`config.mk`:
```
export PLATFORM = sky130hd
export DESIGN_NAME = coinc_capture
export DESIGN_NICKNAME = d
export VERILOG_FILES = /design/src/rtl/coinc_pkg.sv /design/src/rtl/coinc_rst_sync.sv /design/src/rtl/coinc_edge_strobe.sv /design/src/rtl/coinc_range_chk.sv /design/src/rtl/coinc_capture_fsm.sv /design/src/rtl/coinc_capture.sv
export SDC_FILE = /design/constraint.sdc
export NUM_CORES = 1
export LEC_CHECK = 0
export ABC_AREA = 1
export ABC_CLOCK_PERIOD_IN_PS = 1780
export CAP_MARGIN = 20
export CORE_MARGIN = 3
export CORE_UTILIZATION = 45
export DETAILED_ROUTE_END_ITERATION = 7
export PLACE_DENSITY_LB_ADDON = 0.15
export SYNTH_ARGS = -nofsm -noshare
export SYNTH_HDL_FRONTEND = slang
export SYNTH_SLANG_ARGS = --single-unit
```
`constraint.sdc`:
```
create_clock -name clk -period 1.78 [get_ports clk]
set_input_delay 0.534 -clock clk [delete_from_list [all_inputs] [get_ports clk]]
set_output_delay 0.534 -clock clk [all_outputs]
set_load 0.005 [all_outputs]
```
`src/rtl/coinc_pkg.sv`:
```
package coinc_pkg;
  typedef enum logic [1:0] {
    CAP_IDLE = 2'd0,
    CAP_WAIT = 2'd1,
    CAP_HOLD = 2'd2
  } cap_state_e;
endpackage

```
`src/rtl/coinc_rst_sync.sv`:
```
module coinc_rst_sync (
  input  logic clk,
  input  logic rst_n_i,
  output logic rst_n_o
);
  logic [1:0] stage_q;

  always_ff @(posedge clk or negedge rst_n_i) begin
    if (!rst_n_i) stage_q <= 2'b00;
    else          stage_q <= {stage_q[0], 1'b1};
  end

  assign rst_n_o = stage_q[1];
endmodule

```
`src/rtl/coinc_edge_strobe.sv`:
```
// Two-flop synchroniser, rising-edge detect, then a delay line of LAT stages
// that lines the strobe up with the ADC output latency.
module coinc_edge_strobe #(
  parameter int LAT = 2
) (
  input  logic clk,
  input  logic rst_n,
  input  logic evt_i,
  output logic strobe_o
);
  logic [1:0] sync_q;
  logic       prev_q;
  logic [LAT:0] chain;

  always_ff @(posedge clk or negedge rst_n) begin
    if (!rst_n) begin
      sync_q <= 2'b00;
      prev_q <= 1'b0;
    end else begin
      sync_q <= {sync_q[0], evt_i};
      prev_q <= sync_q[1];
    end
  end

  assign chain[0] = sync_q[1] & ~prev_q;

  for (genvar i = 0; i < LAT; i++) begin : g_dly
    always_ff @(posedge clk or negedge rst_n) begin
      if (!rst_n) chain[i+1] <= 1'b0;
      else        chain[i+1] <= chain[i];
    end
  end

  assign strobe_o = chain[LAT];

  // a single edge gives a single strobe, never two in a row
  a_r1_single_strobe: assert property (@(posedge clk) disable iff (!rst_n)
    chain[0] |=> !chain[0]);
endmodule

```
`src/rtl/coinc_range_chk.sv`:
```
module coinc_range_chk #(
  parameter int W  = 12,
  parameter int LO = 650,
  parameter int HI = 2350
) (
  input  logic [W-1:0] value_i,
  output logic         ok_o
);
  always_comb begin
    ok_o = (int'(value_i) >= LO) && (int'(value_i) <= HI);
  end
endmodule

```
`src/rtl/coinc_capture_fsm.sv`:
```
module coinc_capture_fsm
  import coinc_pkg::*;
#(
  parameter int ADC_W   = 12,
  parameter int WIN_CYC = 100,
  parameter int DROP_W  = 16,
  localparam int CNT_W  = $clog2(WIN_CYC + 1)
) (
  input  logic              clk,
  input  logic              rst_n,
  input  logic              stb_a_i,
  input  logic              stb_b_i,
  input  logic [ADC_W-1:0]  adc_a_i,
  input  logic [ADC_W-1:0]  adc_b_i,
  input  logic              ready_i,
  output logic              valid_o,
  output logic [ADC_W-1:0]  first_o,
  output logic [ADC_W-1:0]  second_o,
  output logic [CNT_W-1:0]  cycles_o,
  output logic              b_lead_o,
  output logic [DROP_W-1:0] drop_o
);
  localparam logic [CNT_W-1:0]  WIN_V    = CNT_W'(WIN_CYC);
  localparam logic [DROP_W:0]   DROP_MAX = {1'b0, {DROP_W{1'b1}}};

  cap_state_e        state_q, state_d;
  logic [CNT_W-1:0]  cnt_q, cnt_d, cnt_inc;
  logic              lead_q, lead_d;
  logic [ADC_W-1:0]  first_q, first_d, second_q, second_d;
  logic [DROP_W-1:0] drop_q, drop_d;
  logic              first_en, second_en, drop_en;
  logic              follow_stb;
  logic [1:0]        drop_add;
  logic [DROP_W:0]   drop_sum;

  // next-state logic
  always_comb begin
    state_d   = state_q;
    cnt_d     = cnt_q;
    lead_d    = lead_q;
    first_d   = first_q;
    second_d  = second_q;
    first_en  = 1'b0;
    second_en = 1'b0;
    cnt_inc   = cnt_q + CNT_W'(1);
    follow_stb = lead_q ? stb_a_i : stb_b_i;
    unique case (state_q)
      CAP_IDLE: begin
        if (stb_a_i) begin
          first_en = 1'b1;
          first_d  = adc_a_i;
          lead_d   = 1'b0;
          cnt_d    = '0;
          if (stb_b_i) begin
            second_en = 1'b1;
            second_d  = adc_b_i;
            state_d   = CAP_HOLD;
          end else begin
            state_d   = CAP_WAIT;
          end
        end else if (stb_b_i) begin
          first_en = 1'b1;
          first_d  = adc_b_i;
          lead_d   = 1'b1;
          cnt_d    = '0;
          state_d  = CAP_WAIT;
        end
      end
      CAP_WAIT: begin
        if (follow_stb) begin
          second_en = 1'b1;
          second_d  = lead_q ? adc_a_i : adc_b_i;
          cnt_d     = cnt_inc;
          state_d   = CAP_HOLD;
        end else if (cnt_inc == WIN_V) begin
          cnt_d   = '0;
          state_d = CAP_IDLE;
        end else begin
          cnt_d   = cnt_inc;
        end
      end
      CAP_HOLD: begin
        if (ready_i) state_d = CAP_IDLE;
      end
      default: state_d = CAP_IDLE;
    endcase
  end

  // drop counter, saturating
  always_comb begin
    drop_add = {1'b0, stb_a_i} + {1'b0, stb_b_i};
    drop_sum = {1'b0, drop_q} + {{(DROP_W-1){1'b0}}, drop_add};
    drop_en  = (state_q == CAP_HOLD) && (drop_add != 2'd0);
    drop_d   = (drop_sum > DROP_MAX) ? DROP_MAX[DROP_W-1:0] : drop_sum[DROP_W-1:0];
  end

  // registers
  always_ff @(posedge clk or negedge rst_n) begin
    if (!rst_n) begin
      state_q <= CAP_IDLE;
      cnt_q   <= '0;
      lead_q  <= 1'b0;
    end else begin
      state_q <= state_d;
      cnt_q   <= cnt_d;
      lead_q  <= lead_d;
    end
  end

  always_ff @(posedge clk or negedge rst_n) begin
    if (!rst_n)        first_q <= '0;
    else if (first_en) first_q <= first_d;
  end

  always_ff @(posedge clk or negedge rst_n) begin
    if (!rst_n)         second_q <= '0;
    else if (second_en) second_q <= second_d;
  end

  always_ff @(posedge clk or negedge rst_n) begin
    if (!rst_n)       drop_q <= '0;
    else if (drop_en) drop_q <= drop_d;
  end

  assign valid_o  = (state_q == CAP_HOLD);
  assign first_o  = first_q;
  assign second_o = second_q;
  assign cycles_o = cnt_q;
  assign b_lead_o = lead_q;
  assign drop_o   = drop_q;

  a_r7_hold_stable: assert property (@(posedge clk) disable iff (!rst_n)
    (valid_o && !ready_i) |=> (valid_o && $stable(first_q) && $stable(second_q)
                               && $stable(cnt_q) && $stable(lead_q)));

  a_r7_release: assert property (@(posedge clk) disable iff (!rst_n)
    (valid_o && ready_i) |=> !valid_o);

  a_r5_window_bound: assert property (@(posedge clk) disable iff (!rst_n)
    (state_q == CAP_WAIT) |-> (cnt_q < WIN_V));

  a_r4_tie_lead_a: assert property (@(posedge clk) disable iff (!rst_n)
    (valid_o && cnt_q == '0) |-> !lead_q);

  a_r8_drop_counts: assert property (@(posedge clk) disable iff (!rst_n)
    (valid_o && (stb_a_i || stb_b_i) && drop_q != DROP_MAX[DROP_W-1:0])
      |=> (drop_q > $past(drop_q)));

  a_r8_drop_quiet: assert property (@(posedge clk) disable iff (!rst_n)
    !valid_o |=> $stable(drop_q));
endmodule

```
`src/rtl/coinc_capture.sv`:
```
module coinc_capture #(
  parameter int ADC_W   = 12,
  parameter int WIN_CYC = 100,
  parameter int ADC_LAT = 2,
  parameter int DROP_W  = 16,
  parameter int LO_LIM  = 650,
  parameter int HI_LIM  = 2350,
  localparam int CNT_W  = $clog2(WIN_CYC + 1)
) (
  input  logic              clk,
  input  logic              rst_n,
  input  logic              evt_a_i,
  input  logic              evt_b_i,
  input  logic [ADC_W-1:0]  adc_a_i,
  input  logic [ADC_W-1:0]  adc_b_i,
  input  logic              rec_ready_i,
  output logic              rec_valid_o,
  output logic [ADC_W-1:0]  rec_first_o,
  output logic [ADC_W-1:0]  rec_second_o,
  output logic [CNT_W-1:0]  rec_cycles_o,
  output logic              rec_b_lead_o,
  output logic              rec_range_ok_o,
  output logic [DROP_W-1:0] drop_cnt_o
);
  logic rst_n_s;
  logic stb_a, stb_b;
  logic ok_first, ok_second;

  coinc_rst_sync u_rst (.clk(clk), .rst_n_i(rst_n), .rst_n_o(rst_n_s));

  coinc_edge_strobe #(.LAT(ADC_LAT)) u_edge_a (
    .clk(clk), .rst_n(rst_n_s), .evt_i(evt_a_i), .strobe_o(stb_a));
  coinc_edge_strobe #(.LAT(ADC_LAT)) u_edge_b (
    .clk(clk), .rst_n(rst_n_s), .evt_i(evt_b_i), .strobe_o(stb_b));

  coinc_capture_fsm #(.ADC_W(ADC_W), .WIN_CYC(WIN_CYC), .DROP_W(DROP_W)) u_fsm (
    .clk(clk), .rst_n(rst_n_s), .stb_a_i(stb_a), .stb_b_i(stb_b),
    .adc_a_i(adc_a_i), .adc_b_i(adc_b_i), .ready_i(rec_ready_i),
    .valid_o(rec_valid_o), .first_o(rec_first_o), .second_o(rec_second_o),
    .cycles_o(rec_cycles_o), .b_lead_o(rec_b_lead_o), .drop_o(drop_cnt_o));

  coinc_range_chk #(.W(ADC_W), .LO(LO_LIM), .HI(HI_LIM)) u_rng_first (
    .value_i(rec_first_o), .ok_o(ok_first));
  coinc_range_chk #(.W(ADC_W), .LO(LO_LIM), .HI(HI_LIM)) u_rng_second (
    .value_i(rec_second_o), .ok_o(ok_second));

  assign rec_range_ok_o = ok_first & ok_second;

  // nothing is presented while the internal reset is held
  a_r9_reset_quiet: assert property (@(posedge clk)
    !rst_n_s |-> (!rec_valid_o && drop_cnt_o == '0));
endmodule

```
# == Word level (Yosys, flattened, before mapping) ==
# Cells that the tools add are included.
# op_classes
n_reduce_logical,12
add_sub_neg,3
eq_ne,9
n_lt_le_gt_ge,5
bitwise,5
muxes,28
# op_table
op,n
$mux 12,5
$mux 7,4
$ge 12x10->1 const B,2
$le 12x12->1 const B,2
$pmux 12 s2,1
$add 16x2->17,1
$gt 17x16->1 const B,1
$mux 16,1
$pmux 7 s2,1
$mux 2,6
$mux 1,8
$add 7x1->7 const B,1
$eq 7x7->1 const B,1
$ne 2x2->1 const B,3
$pmux 2 s3,1
$reduce_and 3->1,2
$reduce_bool 2->1,3
$reduce_and 5->1,1
$reduce_and 2->1,2
$and 1x1->1,3
$logic_and 1x1->1,3
$ne 3x1->1 const B,1
$ne 3x3->1 const B,1
$add 1x1->2,1
other kinds (6),7
# word_totals
inputBits,29
wordCells,77
output_inout_bits,50
reg_bits,62

# == Depth between registers and ports, before layout ==
# logic_depth
word_depth,5
depth_mapped,14
depth_no_buf,13

# == Hierarchy ==
# Synthesis repeated with hierarchy kept, for this count alone.
# unflattened
hier_cells,443
area_unflattened_um2,3435.8
# by_module_without_submodules
module,area_per_inst_um2,seq_area_each_um2,n_inst,cells_each
coinc_capture_fsm,2869.0,1251.2,1,370
coinc_edge_strobe,135.1,125.1,2,7
coinc_range_chk,117.6,0.0,2,27
coinc_rst_sync,53.8,50.0,1,3
coinc_capture,7.5,0.0,1,2

# == Worst setup path after synthesis ==
# Ideal clock, no wire load.
# synth_path
path_kind,reg2reg
from,"register u_edge_a.chain[2], in the netlist u_edge_a.strobe_o"
to,"register u_fsm.drop_q[13], in the netlist u_fsm.drop_o[13]"
t_required_ns,1.711
path_slack_ns,-0.714
stages_incl_launch_ff,15
period_less_slack_ns,2.494
setup_ns,0.069
n_path_buf,2
t_arrival_ns,2.425
path_cell_list,dfrtp_1 -> inv_1 -> buf_1 -> ha_1 -> ha_1 -> inv_1 -> fa_1 -> nor2_2 -> nand2_4 -> nor2_4 -> nand2_2 -> nor2_2 -> nand4_2 -> buf_6 -> nand3_1
# synth_between
elab_chain_cells,4
word_cells_on_any_way,6
classes_between,add/sub (2); order compare (1); mux (1); reduce/logical (2)
# synth_lines
element,line,rtl
start: declaration,coinc_edge_strobe.sv:13,logic [LAT:0] chain;
start signal: indexed assignment,coinc_edge_strobe.sv:30,else chain[i+1] <= chain[i];
$add 1x1->2 (*),coinc_capture_fsm.sv:91,"drop_add = {1'b0, stb_a_i} + {1'b0, stb_b_i};"
$add 16x2->17,coinc_capture_fsm.sv:92,"drop_sum = {1'b0, drop_q} + {{(DROP_W-1){1'b0}}, drop_add};"
$gt 17x16->1,coinc_capture_fsm.sv:94,drop_d = (drop_sum > DROP_MAX) ? DROP_MAX[DROP_W-1:0] : drop_sum[DROP_W-1:0];
$mux 16,coinc_capture_fsm.sv:94,
end signal: assignment,coinc_capture_fsm.sv:122,else if (drop_en) drop_q <= drop_d;
end: declaration,coinc_capture_fsm.sv:30,"logic [DROP_W-1:0] drop_q, drop_d;"
# Mark *: on every way between the ends. The rest lies on a longest branch, timed or not.
# A chain may end at the register's enable or synchronous reset.

# == Worst setup path after layout ==
# layout_path
from,"register u_fsm.first_q[9], in the netlist u_fsm.first_o[9]"
to,output rec_range_ok_o
# layout_between
elab_chain_cells,3
word_cells_on_any_way,4
classes_between,order compare (2); bitwise (1); reduce/logical (1)
# layout_lines
element,line,rtl
start: declaration,coinc_capture_fsm.sv:29,"logic [ADC_W-1:0] first_q, first_d, second_q, second_d;"
start signal: assignment,coinc_capture_fsm.sv:112,else if (first_en) first_q <= first_d;
$ge 12x10->1 / $le 12x12->1 (equally long branches),coinc_range_chk.sv:10,ok_o = (int'(value_i) >= LO) && (int'(value_i) <= HI);
$logic_and 1x1->1 (*),coinc_range_chk.sv:10,
$and 1x1->1 (*),coinc_capture.sv:47,assign rec_range_ok_o = ok_first & ok_second;
end: declaration,coinc_capture.sv:22,"output logic rec_range_ok_o,"
# Marked as above.

==> metrics.txt <==
outcome=complete, but fails checks; worst path buffer plus inverter count=2; unrepaired setup endpoints after global routing=true; Unique masters post-synth=36; maximum root-to-sink buffer count=2; minimum clock period=2260 ps; all-layer global routing usage=between 20% and 30%; CP arrival=~1700 ps; max-cap violation count=0; DRT Pass-1 Iters=5; CTS buffer count=9; DR iter-0 viols=roughly 170; die footprint=about 0.0086 mm²; Crit Path Category=reg2out; Final period util=127%; Design Power=slightly above 7 mW; DRC Markers=0; worst hold path class=reg2async; Core Region=approximately 0.0073 mm²; Detail Placement HPWL=around 6600 µm; Port Buffers=~80; Congestion Overflow GR=0; Post-DRT Antenna Nets=0; Worst path top cell family by delay=simple AND/OR/NAND/NOR gates; Initial Util=46.5%; post-synthesis cell area=between 0.003 and 0.004 mm²; register area share after synthesis=45.8%; Max Fclk=443 MHz; Clock Latency Late Sink=between 300 and 400 ps; xor/xnor cell area share of the yosys netlist=around 1.6%; placed cell areas=0.00464 mm²; commonest non-fill, non-tap cell in the layout=buf_4; Startpoint Class=flop; CTS tree=built; Critical Path Fanout Max=3; critical path, cell by cell=inv_2 > nor4_4 > nand3_1 > nand3b_1 > nand2_1 > nor2_1 > buf_2; row count=31; layout cell share with drive strength beyond 1=between 20% and 30%; endpoints failing hold=0; Total Nets Final=between 600 and 700; cell area after layout=approximately 0.0054 mm²; Avg Cell Area, Syn=around 8.2 µm²; H-tree depth=3; Worst-path clk slew=roughly 70 ps; CP max stage delay=just under 400 ps; Ant. Diodes=0; DR vias=between 3,000 and 4,000; Layout Cells excl Fill=approximately 700; overall routed net length=about 10,000 µm; Synth Net Count=between 400 and 500; Final setup viols=18; Die W=~93 µm; failing checks=negative setup slack; Final Max Slew Viols=0; Static Leakage=roughly 2.8 nW; initial antenna violation count=0; most frequent cells in the layout=buf_4, nand2_1, inv_1; Worst setup EP type=output port; Mapped Cells=414; YS warnings=0; Synth Area in Compound Gates=14.0%; largest net degree at the start of global routing=29; TritonCTS Sinks=62; #FFs+latches synth=just over 60; multiplexer share of the synthesized area=0%; area growth from synthesis to layout=59.4%; crit path setup slack, layout=-476 ps; CTS root buffer=clkbuf_8; first-pass GRT wire length=~17,000 µm; RD Place Congestion=just under 0.9; placed insts=630; power per cell area=around 1300 mW/mm²; fin util=74.1%; via-per-instance ratio=5.18; Layout Skew=about 12 ps; simple-gate share of the synthesized area=between 20% and 30%; Fin Setup TNS=-6550 ps; vias in the first global route=3,538; per-cell routed wire length=about 15 µm; IO Pins=79; post-synthesis adder-cell area fraction=under 10%; die height=92.8 µm; largest family of logic cells by synthesized area=simple AND/OR/NAND/NOR gates; Worst Path Required=approximately 1300 ps; Slowest cell on crit path=dfrtp_1; peak supply drop=about 0.00065 V
## metrics by stage
stage,hold slack (ps),worst slack [ps]
after floorplan,238,-531
after global placement,223,-440
after detailed placement,229,-507
after CTS,224,-410
after global routing,257,-560
final,213,-476
## path summary, 6_finish.rpt
| path | endpoint | cells past startpoint | start | slack [ps] |
|---|---|---|---|---|
| max | rec_range_ok_o | 7 | u_fsm.first_o[9] | -480 |
| min | u_fsm.first_o[2] | 0 | u_rst.stage_q[1] | 210 |
| max reg2reg | u_fsm.drop_o[6] | 13 | u_edge_a.strobe_o | -420 |
| min reg2reg | u_fsm.first_o[2] | 0 | u_rst.stage_q[1] | 210 |
| max in group asynchronous | u_fsm.drop_o[3] | 1 | u_rst.stage_q[1] | 990 |
| min in group clk | u_edge_a.strobe_o | 0 | u_edge_a.chain[1] | 350 |
## cells by family (layout without fill, tap and decap cells)
logic type	after synthesis	after routing
AOI/OAI and AO/OA	79	79
DFF	62	62
and+or+nand+nor	175	178
other	1	1
buffers and inverters	84	258
adders and majority gates	7	7
xor gates and xnor gates	6	6
## Yosys cell counts
master    number  area share, %
o21ai_1        1           0.15
and3_2         1           0.22
o22ai_1        1           0.18
inv_1         67            7.4
buf_2          4           0.59
a21oi_1        7            1.0
nor3_1        10            1.5
o21ai_0       37            5.5
dfrtp_1       62             46
nor2_2         3           0.55
o41ai_1        1           0.26
o21bai_1       2           0.44
nand4_2        1           0.37
nor2_1        19            2.1
a31oi_1        4           0.74
nand2_4        3            1.0
nor2_4         6            2.0
inv_2          8           0.89
nand3_4        1           0.52
buf_1          1           0.11
or2_1          1           0.18
nand3b_1       2           0.44
ha_1           6            2.2
nor4_1        11            2.0
o211ai_1      26            5.8
nand4_1        6            1.1
nor3_2         1           0.30
conb_1         1           0.11
fa_1           1           0.59
buf_6          2           0.66
xor2_1         6            1.6
nand3_1       29            4.3
clkbuf_2       1           0.15
clkbuf_1       1           0.11
nand2_1       78            8.6
nand2_2        3           0.55
## report_power, final
part,switching (mW),internal (mW)
sequential,0.397,1.82
clock,0.563,0.723
combinational,1.79,1.81
total,2.76,4.36
## final cells by class
cell class | count | area (µm²)
clock inverters | 3 | 42.5
well taps | 99 | 124
flip-flops and latches | 62 | 1560
repair buffers | 167 | 1500
clock buffers | 13 | 159
multi-input cells | 271 | 1740
fillers | 549 | 1890
inverters | 75 | 284
## state kept, by name (all words and copies together), names as in the netlist
name,flops
u_fsm.drop_o,16
u_fsm.first_o,12
u_fsm.second_o,12
u_fsm.cycles_o,7
u_edge_a.sync_q,2
u_edge_b.sync_q,2
u_fsm.state_q,2
u_rst.stage_q,2
u_edge_a.chain,1
u_edge_a.prev_q,1
u_edge_a.strobe_o,1
u_edge_b.chain,1
u_edge_b.prev_q,1
u_edge_b.strobe_o,1
u_fsm.b_lead_o,1
## per-layer routing
layer | vias up | part of all wire [%] | GRT usage [%]
li1 | 1722 | - | -
met1 | 1714 | 43 | 31.2
met2 | 120 | 49 | 40.4
met3 | 18 | 6.2 | 5.77
met4 | 0 | 1.7 | 7.33
met5 | - | 0 | 0
## what timing repair did
| action | 4_1_cts | 5_1_grt |
|---|---|---|
| cloned | 2 | 1 |
| endpoints found under the setup margin | 61 | 55 |
| buffers inserted | 31 | 10 |
| resized for setup | 72 | 43 |
| hold buffers | 0 | 0 |
| pin swaps | 21 | 12 |
Power figures use the tool's default switching activity.
